File: src/rtl/radio_pwr_pkg.sv
package radio_pwr_pkg;

  typedef enum logic [2:0] {
    ST_SLEEP  = 3'd0,
    ST_WAKEUP = 3'd1,
    ST_INIT   = 3'd2,
    ST_IDLE   = 3'd3,
    ST_TX     = 3'd4,
    ST_RX     = 3'd5
  } pwr_state_e;

  typedef enum logic [1:0] {
    RXP_HUNT = 2'd0,
    RXP_SFD  = 2'd1,
    RXP_HDR  = 2'd2,
    RXP_DATA = 2'd3
  } rx_phase_e;

  // Decision at the end of a transmit or receive: sleep when asked by the
  // host earlier, or when auto-sleep is on and nothing awaits service.
  function automatic logic end_goes_to_sleep(input logic auto_bit,
                                             input logic irq,
                                             input logic deferred);
    return deferred | (auto_bit & ~irq);
  endfunction

endpackage

File: src/rtl/rps_wake_detect.sv
module rps_wake_detect (
  input  logic clk,
  input  logic rst_n,
  input  logic wake_pin,
  input  logic cs_n,
  output logic wake_evt
);
  logic cs_prev_q;

  always_ff @(posedge clk or negedge rst_n) begin
    if (!rst_n) cs_prev_q <= 1'b1;
    else        cs_prev_q <= cs_n;
  end

  logic cs_fall;
  assign cs_fall  = cs_prev_q & ~cs_n;
  assign wake_evt = wake_pin | cs_fall;

  // a chip-select edge needs the line high on the previous clock
  p_cs_edge_r2: assert property (@(posedge clk) disable iff (!rst_n)
    (cs_fall) |-> $past(cs_n));
endmodule

File: src/rtl/rps_wake_timer.sv
module rps_wake_timer #(
  parameter int XTAL_CYC = 1000000,
  parameter int RST_CYC  = 750000
) (
  input  logic clk,
  input  logic rst_n,
  input  logic run,
  output logic xtal_done,
  output logic rst_release
);
  localparam int CW = (XTAL_CYC > 2) ? $clog2(XTAL_CYC) : 1;
  localparam logic [CW-1:0] LAST = CW'(XTAL_CYC - 1);
  localparam logic [CW-1:0] RREL = CW'(RST_CYC);

  logic [CW-1:0] cnt_q;

  function automatic logic at_last(input logic [CW-1:0] c);
    return c == LAST;
  endfunction

  function automatic logic past_reset(input logic [CW-1:0] c);
    return c >= RREL;
  endfunction

  always_ff @(posedge clk or negedge rst_n) begin
    if (!rst_n)                   cnt_q <= '0;
    else if (!run)                cnt_q <= '0;
    else if (!at_last(cnt_q))     cnt_q <= cnt_q + 1'b1;
  end

  assign xtal_done   = run & at_last(cnt_q);
  assign rst_release = run & past_reset(cnt_q);

  // the count never runs past the crystal window
  p_cnt_bounded_r4: assert property (@(posedge clk) disable iff (!rst_n)
    cnt_q <= LAST);
  // reset release only once the reset window is over and the crystal done implies it
  p_done_after_release_r5: assert property (@(posedge clk) disable iff (!rst_n)
    xtal_done |-> rst_release);
endmodule

File: src/rtl/rps_rx_phase.sv
module rps_rx_phase
  import radio_pwr_pkg::*;
(
  input  logic      clk,
  input  logic      rst_n,
  input  logic      active,
  input  logic      pre_det,
  input  logic      sfd_det,
  input  logic      phr_ok,
  input  logic      frame_end,
  output rx_phase_e phase
);
  rx_phase_e phase_q, phase_n;

  always_comb begin
    phase_n = phase_q;
    if (!active || frame_end) phase_n = RXP_HUNT;
    else begin
      unique case (phase_q)
        RXP_HUNT: if (pre_det) phase_n = RXP_SFD;
        RXP_SFD:  if (sfd_det) phase_n = RXP_HDR;
        RXP_HDR:  if (phr_ok)  phase_n = RXP_DATA;
        default:  phase_n = RXP_DATA;
      endcase
    end
  end

  always_ff @(posedge clk or negedge rst_n) begin
    if (!rst_n) phase_q <= RXP_HUNT;
    else        phase_q <= phase_n;
  end

  assign phase = phase_q;

  // the phase either steps forward by one or falls back to hunt
  p_phase_step_r10: assert property (@(posedge clk) disable iff (!rst_n)
    (phase_q != $past(phase_q) && phase_q != RXP_HUNT)
      |-> (2'(phase_q) == 2'($past(phase_q)) + 2'd1));
  // outside receive the phase stays at hunt
  p_phase_idle_r10: assert property (@(posedge clk) disable iff (!rst_n)
    !active |=> phase_q == RXP_HUNT);
endmodule

File: src/rtl/radio_pwr_ctrl.sv
module radio_pwr_ctrl
  import radio_pwr_pkg::*;
#(
  parameter int XTAL_CYC = 1000000,
  parameter int RST_CYC  = 750000
) (
  input  logic       clk,
  input  logic       rst_n,
  input  logic       wake_pin,
  input  logic       cs_n,
  input  logic       cmd_tx,
  input  logic       cmd_rx,
  input  logic       cmd_sleep,
  input  logic       cal_done,
  input  logic       tx_done,
  input  logic       rx_preamble_det,
  input  logic       rx_sfd_det,
  input  logic       rx_phr_ok,
  input  logic       rx_frame_end,
  input  logic       irq_pending,
  input  logic       auto_sleep_tx,
  input  logic       auto_sleep_rx,
  output logic       ext_en,
  output logic       dev_rst_n,
  output logic [2:0] state_o,
  output logic [1:0] rx_phase_o
);
  pwr_state_e state_q, state_n;
  logic       defer_q;
  logic       ext_en_q;
  logic       wake_evt, xtal_done, rst_release;
  logic       busy, op_end, sleep_now;
  rx_phase_e  phase;

  rps_wake_detect u_wake (
    .clk(clk), .rst_n(rst_n), .wake_pin(wake_pin), .cs_n(cs_n),
    .wake_evt(wake_evt)
  );

  rps_wake_timer #(.XTAL_CYC(XTAL_CYC), .RST_CYC(RST_CYC)) u_timer (
    .clk(clk), .rst_n(rst_n), .run(state_q == ST_WAKEUP),
    .xtal_done(xtal_done), .rst_release(rst_release)
  );

  rps_rx_phase u_rxp (
    .clk(clk), .rst_n(rst_n), .active(state_q == ST_RX),
    .pre_det(rx_preamble_det), .sfd_det(rx_sfd_det), .phr_ok(rx_phr_ok),
    .frame_end(rx_frame_end), .phase(phase)
  );

  assign busy   = (state_q == ST_TX) || (state_q == ST_RX);
  assign op_end = ((state_q == ST_TX) && tx_done) ||
                  ((state_q == ST_RX) && rx_frame_end);
  assign sleep_now = (state_q == ST_TX)
      ? end_goes_to_sleep(auto_sleep_tx, irq_pending, defer_q | cmd_sleep)
      : end_goes_to_sleep(auto_sleep_rx, irq_pending, defer_q | cmd_sleep);

  always_comb begin
    state_n = state_q;
    unique case (state_q)
      ST_SLEEP:  if (wake_evt)  state_n = ST_WAKEUP;
      ST_WAKEUP: if (xtal_done) state_n = ST_INIT;
      ST_INIT:   if (cal_done)  state_n = ST_IDLE;
      ST_IDLE: begin
        if (cmd_tx)         state_n = ST_TX;
        else if (cmd_rx)    state_n = ST_RX;
        else if (cmd_sleep) state_n = ST_SLEEP;
      end
      ST_TX, ST_RX: if (op_end) state_n = sleep_now ? ST_SLEEP : ST_IDLE;
      default: state_n = ST_SLEEP;
    endcase
  end

  always_ff @(posedge clk or negedge rst_n) begin
    if (!rst_n) begin
      state_q  <= ST_SLEEP;
      defer_q  <= 1'b0;
      ext_en_q <= 1'b0;
    end else begin
      state_q  <= state_n;
      ext_en_q <= (state_n != ST_SLEEP);
      if (!busy || op_end) defer_q <= 1'b0;
      else if (cmd_sleep)  defer_q <= 1'b1;
    end
  end

  assign ext_en     = ext_en_q;
  assign dev_rst_n  = rst_release ||
                      (state_q != ST_SLEEP && state_q != ST_WAKEUP);
  assign state_o    = state_q;
  assign rx_phase_o = phase;

  // sleep is left only on a wake event
  p_stay_asleep_r2: assert property (@(posedge clk) disable iff (!rst_n)
    (state_q == ST_SLEEP && !wake_evt) |=> state_q == ST_SLEEP);
  // external enable rises only on entry to wake-up
  p_ext_rise_r3: assert property (@(posedge clk) disable iff (!rst_n)
    $rose(ext_en) |-> state_q == ST_WAKEUP);
  // external enable is low only while asleep
  p_ext_low_r3: assert property (@(posedge clk) disable iff (!rst_n)
    !ext_en |-> state_q == ST_SLEEP);
  // device reset releases inside wake-up
  p_rst_rise_r5: assert property (@(posedge clk) disable iff (!rst_n)
    $rose(dev_rst_n) |-> state_q == ST_WAKEUP);
  // calibration waits for done
  p_init_hold_r6: assert property (@(posedge clk) disable iff (!rst_n)
    (state_q == ST_INIT && !cal_done) |=> state_q == ST_INIT);
  // a sleep request in flight never leaves the operation early
  p_defer_hold_r11: assert property (@(posedge clk) disable iff (!rst_n)
    (busy && cmd_sleep && !op_end) |=> state_q == $past(state_q));
  // a held sleep request ends in sleep
  p_defer_sleep_r11: assert property (@(posedge clk) disable iff (!rst_n)
    (defer_q && op_end) |=> state_q == ST_SLEEP);
endmodule

File: config.mk
export PLATFORM = sky130hd
export DESIGN_NAME = radio_pwr_ctrl
export DESIGN_NICKNAME = d
export VERILOG_FILES = /design/src/rtl/radio_pwr_pkg.sv /design/src/rtl/rps_wake_detect.sv /design/src/rtl/rps_wake_timer.sv /design/src/rtl/rps_rx_phase.sv /design/src/rtl/radio_pwr_ctrl.sv
export SDC_FILE = /design/constraint.sdc
export NUM_CORES = 1
export LEC_CHECK = 0
export CAP_MARGIN = 20
export CORE_UTILIZATION = 47
export DETAILED_ROUTE_END_ITERATION = 8
export GPL_TIMING_DRIVEN = 0
export PLACE_DENSITY_LB_ADDON = 0.2
export REMOVE_ABC_BUFFERS = 1
export SLEW_MARGIN = 20
export SYNTH_ARGS = -nofsm -noshare
export SYNTH_HDL_FRONTEND = slang
export SYNTH_SLANG_ARGS = --single-unit
File: constraint.sdc
create_clock -name clk -period 2.1 [get_ports clk]
set_clock_uncertainty 0.15 [all_clocks]
set_input_delay 0.42 -clock clk [delete_from_list [all_inputs] [get_ports clk]]
set_output_delay 0.42 -clock clk [all_outputs]
set_load 0.01 [all_outputs]
==> load_flow_metrics.sql <==
INSERT INTO impl_metrics (metric_group, metric, value, unit) VALUES
('route', 'drt-pass1-iter-count', '4', ''),
('sta', 'finalMaxSlewViolations', '0', ''),
('pwr', 'p_total', '1.488', 'mW'),
('logic_synthesis', 'netlist-cell-type-count', '44', ''),
('floorplanning', 'die-height', '59.94', 'um'),
('route', 'routed_wirelength', '3826', 'um'),
('route', 'drt_drc_violations_left', '0', ''),
('pwr', 'cellPowerDensity', '742.6', 'mW/mm^2'),
('logic_synthesis', 'synth.cell_area', '0.001578', 'mm^2'),
('logic_synthesis', 'synth_top_cell_area_share', '42.82', '%'),
('sta', 'hold_violations', '0', ''),
('cts', 'clk-insertion-delay-late', '330', 'ps'),
('floorplanning', 'dieArea', '0.003593', 'mm^2'),
('floorplanning', 'io_pins', '23', ''),
('global_route', 'grt.overflow.total', '0', ''),
('floorplanning', 'fp.dieW', '59.94', 'um'),
('cts', 'h-tree-depth', '1', ''),
('logic_synthesis', 'synth_sequential_area_ratio', '44.49', '%'),
('global_route', 'gr_util_all_layers', '22.20', '%'),
('cts', 'cts-root-to-sink-buffers', '2', ''),
('route', 'avgRoutedWirePerCell', '15.55', 'um'),
('logic_synthesis', 'yosys-top-cells-count', 'sky130_fd_sc_hd__dfrtp_1 (27), sky130_fd_sc_hd__o21ai_0 (15), sky130_fd_sc_hd__a21oi_1 (11), sky130_fd_sc_hd__nand3_1 (11), sky130_fd_sc_hd__nor2_1 (10)', ''),
('floorplanning', 'floorplan.core_area', '0.003128', 'mm^2'),
('placed_design', 'place_hpwl', '2529', 'um'),
('sta', 'worstMarginPinSlew', '681.9', 'ps'),
('floorplanning', 'num_rows', '20', ''),
('sta', 'setup_ws', '59.71', 'ps'),
('floorplanning', 'initial_core_util', '50.44', '%'),
('placed_design', 'place.gp.congestion', '0.7967', ''),
('logic_synthesis', 'synth_ff_type', 'sky130_fd_sc_hd__dfrtp_1', ''),
('cts', 'cts.reportedPaths.clkPinSlew', '150', 'ps'),
('critical_path', 'worst-path-max-fanout', '6', ''),
('sta', 'period_share', '97.16', '%'),
('route', 'dr_total_vias', '1459', ''),
('placed_design', 'placement.io_buffers', '22', ''),
('flow_run', 'max_cap_violations', '0', ''),
('sta', 'min_period', '2040', 'ps'),
('logic_synthesis', 'synthMostInstantiatedCell', 'sky130_fd_sc_hd__dfrtp_1', ''),
('global_route', 'grt_start_max_net_pins', '29', ''),
('logic_synthesis', 'synthCells', '167', ''),
('route', 'drtIter0Drc', '48', ''),
('global_route', 'wire_length_of_the_first_global_routing_pass', '5961', 'um'),
('route', 'via_per_inst', '5.931', ''),
('sta', 'slew_headroom', '54.54', '%'),
('global_route', 'number_of_antenna_violations_at_the_first_check_in_global_routing', '0', ''),
('sta', 'fmax', '0.4901', 'GHz'),
('logic_synthesis', 'synth_seq_cells', '28', ''),
('route', 'route.antenna.remaining_nets', '0', ''),
('layout', 'drive_above_1_share', '19.80', '%'),
('cts', 'tritoncts.num_buffers', '3', ''),
('critical_path', 'arrival', '1470', 'ps'),
('cts', 'clk_root_buffer_cell', 'sky130_fd_sc_hd__clkbuf_4', ''),
('pwr', 'irDropWorstVdd', '0.2879', 'mV'),
('pwr', 'power.leakage', '0.8325', 'nW'),
('worst_hold_path', 'hp-class', 'input port to register', ''),
('layout', 'area_delta_synth_final', '26.96', '%'),
('layout', 'fin_nets', '221', ''),
('logic_synthesis', 'synth_edf_count', '0', ''),
('critical_path', 'worst-endpoint-required', '1530', 'ps'),
('logic_synthesis', 'asyncSetResetFlopFracSynth', '100.0', '%'),
('logic_synthesis', 'syn_area_per_cell', '9.448', 'um^2'),
('cts', 'tritoncts', 'yes', ''),
('logic_synthesis', 'netlist.top_cell.by_area', 'sky130_fd_sc_hd__dfrtp_1', ''),
('logic_synthesis', 'synth_area_leaders', 'sky130_fd_sc_hd__dfrtp_1 (43%), sky130_fd_sc_hd__o21ai_0 (4.8%), sky130_fd_sc_hd__a21oi_1 (3.5%), sky130_fd_sc_hd__nand3_1 (3.5%), sky130_fd_sc_hd__nor2_1 (2.4%)', ''),
('cts', 'clock_sinks', '28', ''),
('status', 'run_status', 'finished, final reports clean', ''),
('critical_path', 'path_class', 'register to output pin', ''),
('critical_path', 'kind_of_launch_point_of_the_worst_setup_path', 'register', ''),
('logic_synthesis', 'yosys_warnings', '0', ''),
('global_route', 'vias_in_the_first_global_route', '1360', ''),
('layout', 'n_antenna_cell', '0', ''),
('sta', 'setup_viol', '0', ''),
('placed_design', 'pre_cts_slack', '-356.3', 'ps'),
('critical_path', 'cp-end-kind', 'output pin', '');
[per-layer routing]
| metal | global-route usage, % | wire (um) |
|---|---|---|
| met4 | 8.970 | 59 |
| met2 | 38.10 | 1953 |
| met1 | 28.12 | 1614 |
| met5 | 0 | 0 |
| met3 | 2.814 | 199 |
[worst paths after layout]
path | depth (start not counted) | start | end | slack [ps]
max | 4 | state_o[2] | dev_rst_n | 60
min | 1 | cs_n | u_wake.cs_prev_q | 360
max reg2reg | 5 | u_timer.cnt_q[7] | u_timer.cnt_q[3] | 160
min reg2reg | 1 | u_rxp.phase[0] | u_rxp.phase[0] | 400
max in group asynchronous | 2 | rst_n | u_timer.cnt_q[11] | 880
min in group asynchronous | 2 | rst_n | u_timer.cnt_q[3] | 470
[critical path, cell delays in order (launching register included)]
cell                       delay [ps]
sky130_fd_sc_hd__dfrtp_2          460
sky130_fd_sc_hd__buf_4            160
sky130_fd_sc_hd__a311oi_1         280
sky130_fd_sc_hd__o21ai_2           90
sky130_fd_sc_hd__buf_2            150
[final cells by class]
type                    instances  area, um^2
well taps                      44       55.05
fillers                       268        1125
clock buffers                   4       36.28
flip-flops and latches         28       710.7
repair buffers                 36       330.3
inverters                       5       18.77
multi-input cells             129       852.1
[per-stage QoR]
| stage | hold WS (ps) | utilization (%) | instance area, um^2 | cells | TNS (ps) |
|---|---|---|---|---|---|
| floorplan | -25.59 | - | 1546 | 162 | 0 |
| global placement | 359.0 | 58.24 | 1822 | 228 | -379.5 |
| detailed placement | 321.2 | 58.08 | 1817 | 228 | -356.3 |
| CTS | 361.0 | 62.08 | 1942 | 242 | 0 |
| global route | 364.8 | 64.04 | 2003 | 246 | -14.04 |
| finish | 358.2 | 64.04 | 2003 | 246 | 0 |
[registers in the layout, summed over array words and instances (netlist names)]
signal / flops
ext_en: 1
u_wake.cs_prev_q: 1
defer_q: 1
state_o: 3
u_rxp.phase: 2
u_timer.cnt_q: 20
[kinds of logic after synthesis]
| logic type | Yosys count | synth area share, % |
|---|---|---|
| AND/OR/NAND/NOR | 78 | 30.61 |
| AO/OA/AOI/OAI | 41 | 15.54 |
| flip-flops | 28 | 44.49 |
| buffers and inverters | 10 | 3.172 |
| XOR/XNOR | 6 | 3.331 |
| multiplexers | 2 | 1.269 |
| adder cells (fa/ha/maj) | 2 | 1.586 |
[power by group]
| part | switching [mW] | internal (mW) |
|---|---|---|
| clock | 0.163 | 0.106 |
| combinational | 0.264 | 0.241 |
| sequential | 0.0933 | 0.620 |
[timing repair]
item                       4_1_cts  5_1_grt
setup endpoints to repair        1        2
setup buffers                    9        4
hold buffers                     1        0
resized for setup               15        5
pin swaps                        2        1
hold endpoints to repair        27        0
[cells in the final DEF, fill, tap and decap left out, types with 5 or more instances in the layout]
cell / n
sky130_fd_sc_hd__a31oi_1: 5
sky130_fd_sc_hd__nor2b_1: 5
sky130_fd_sc_hd__nand3_1: 11
sky130_fd_sc_hd__o21ai_0: 13
sky130_fd_sc_hd__dfrtp_2: 7
sky130_fd_sc_hd__buf_4: 12
sky130_fd_sc_hd__a21oi_1: 11
sky130_fd_sc_hd__clkdlybuf4s50_1: 20
sky130_fd_sc_hd__nor2_1: 10
sky130_fd_sc_hd__nand2_1: 9
sky130_fd_sc_hd__inv_1: 5
sky130_fd_sc_hd__or3_1: 5
sky130_fd_sc_hd__dfrtp_1: 20
Power figures use the tool's default switching activity.
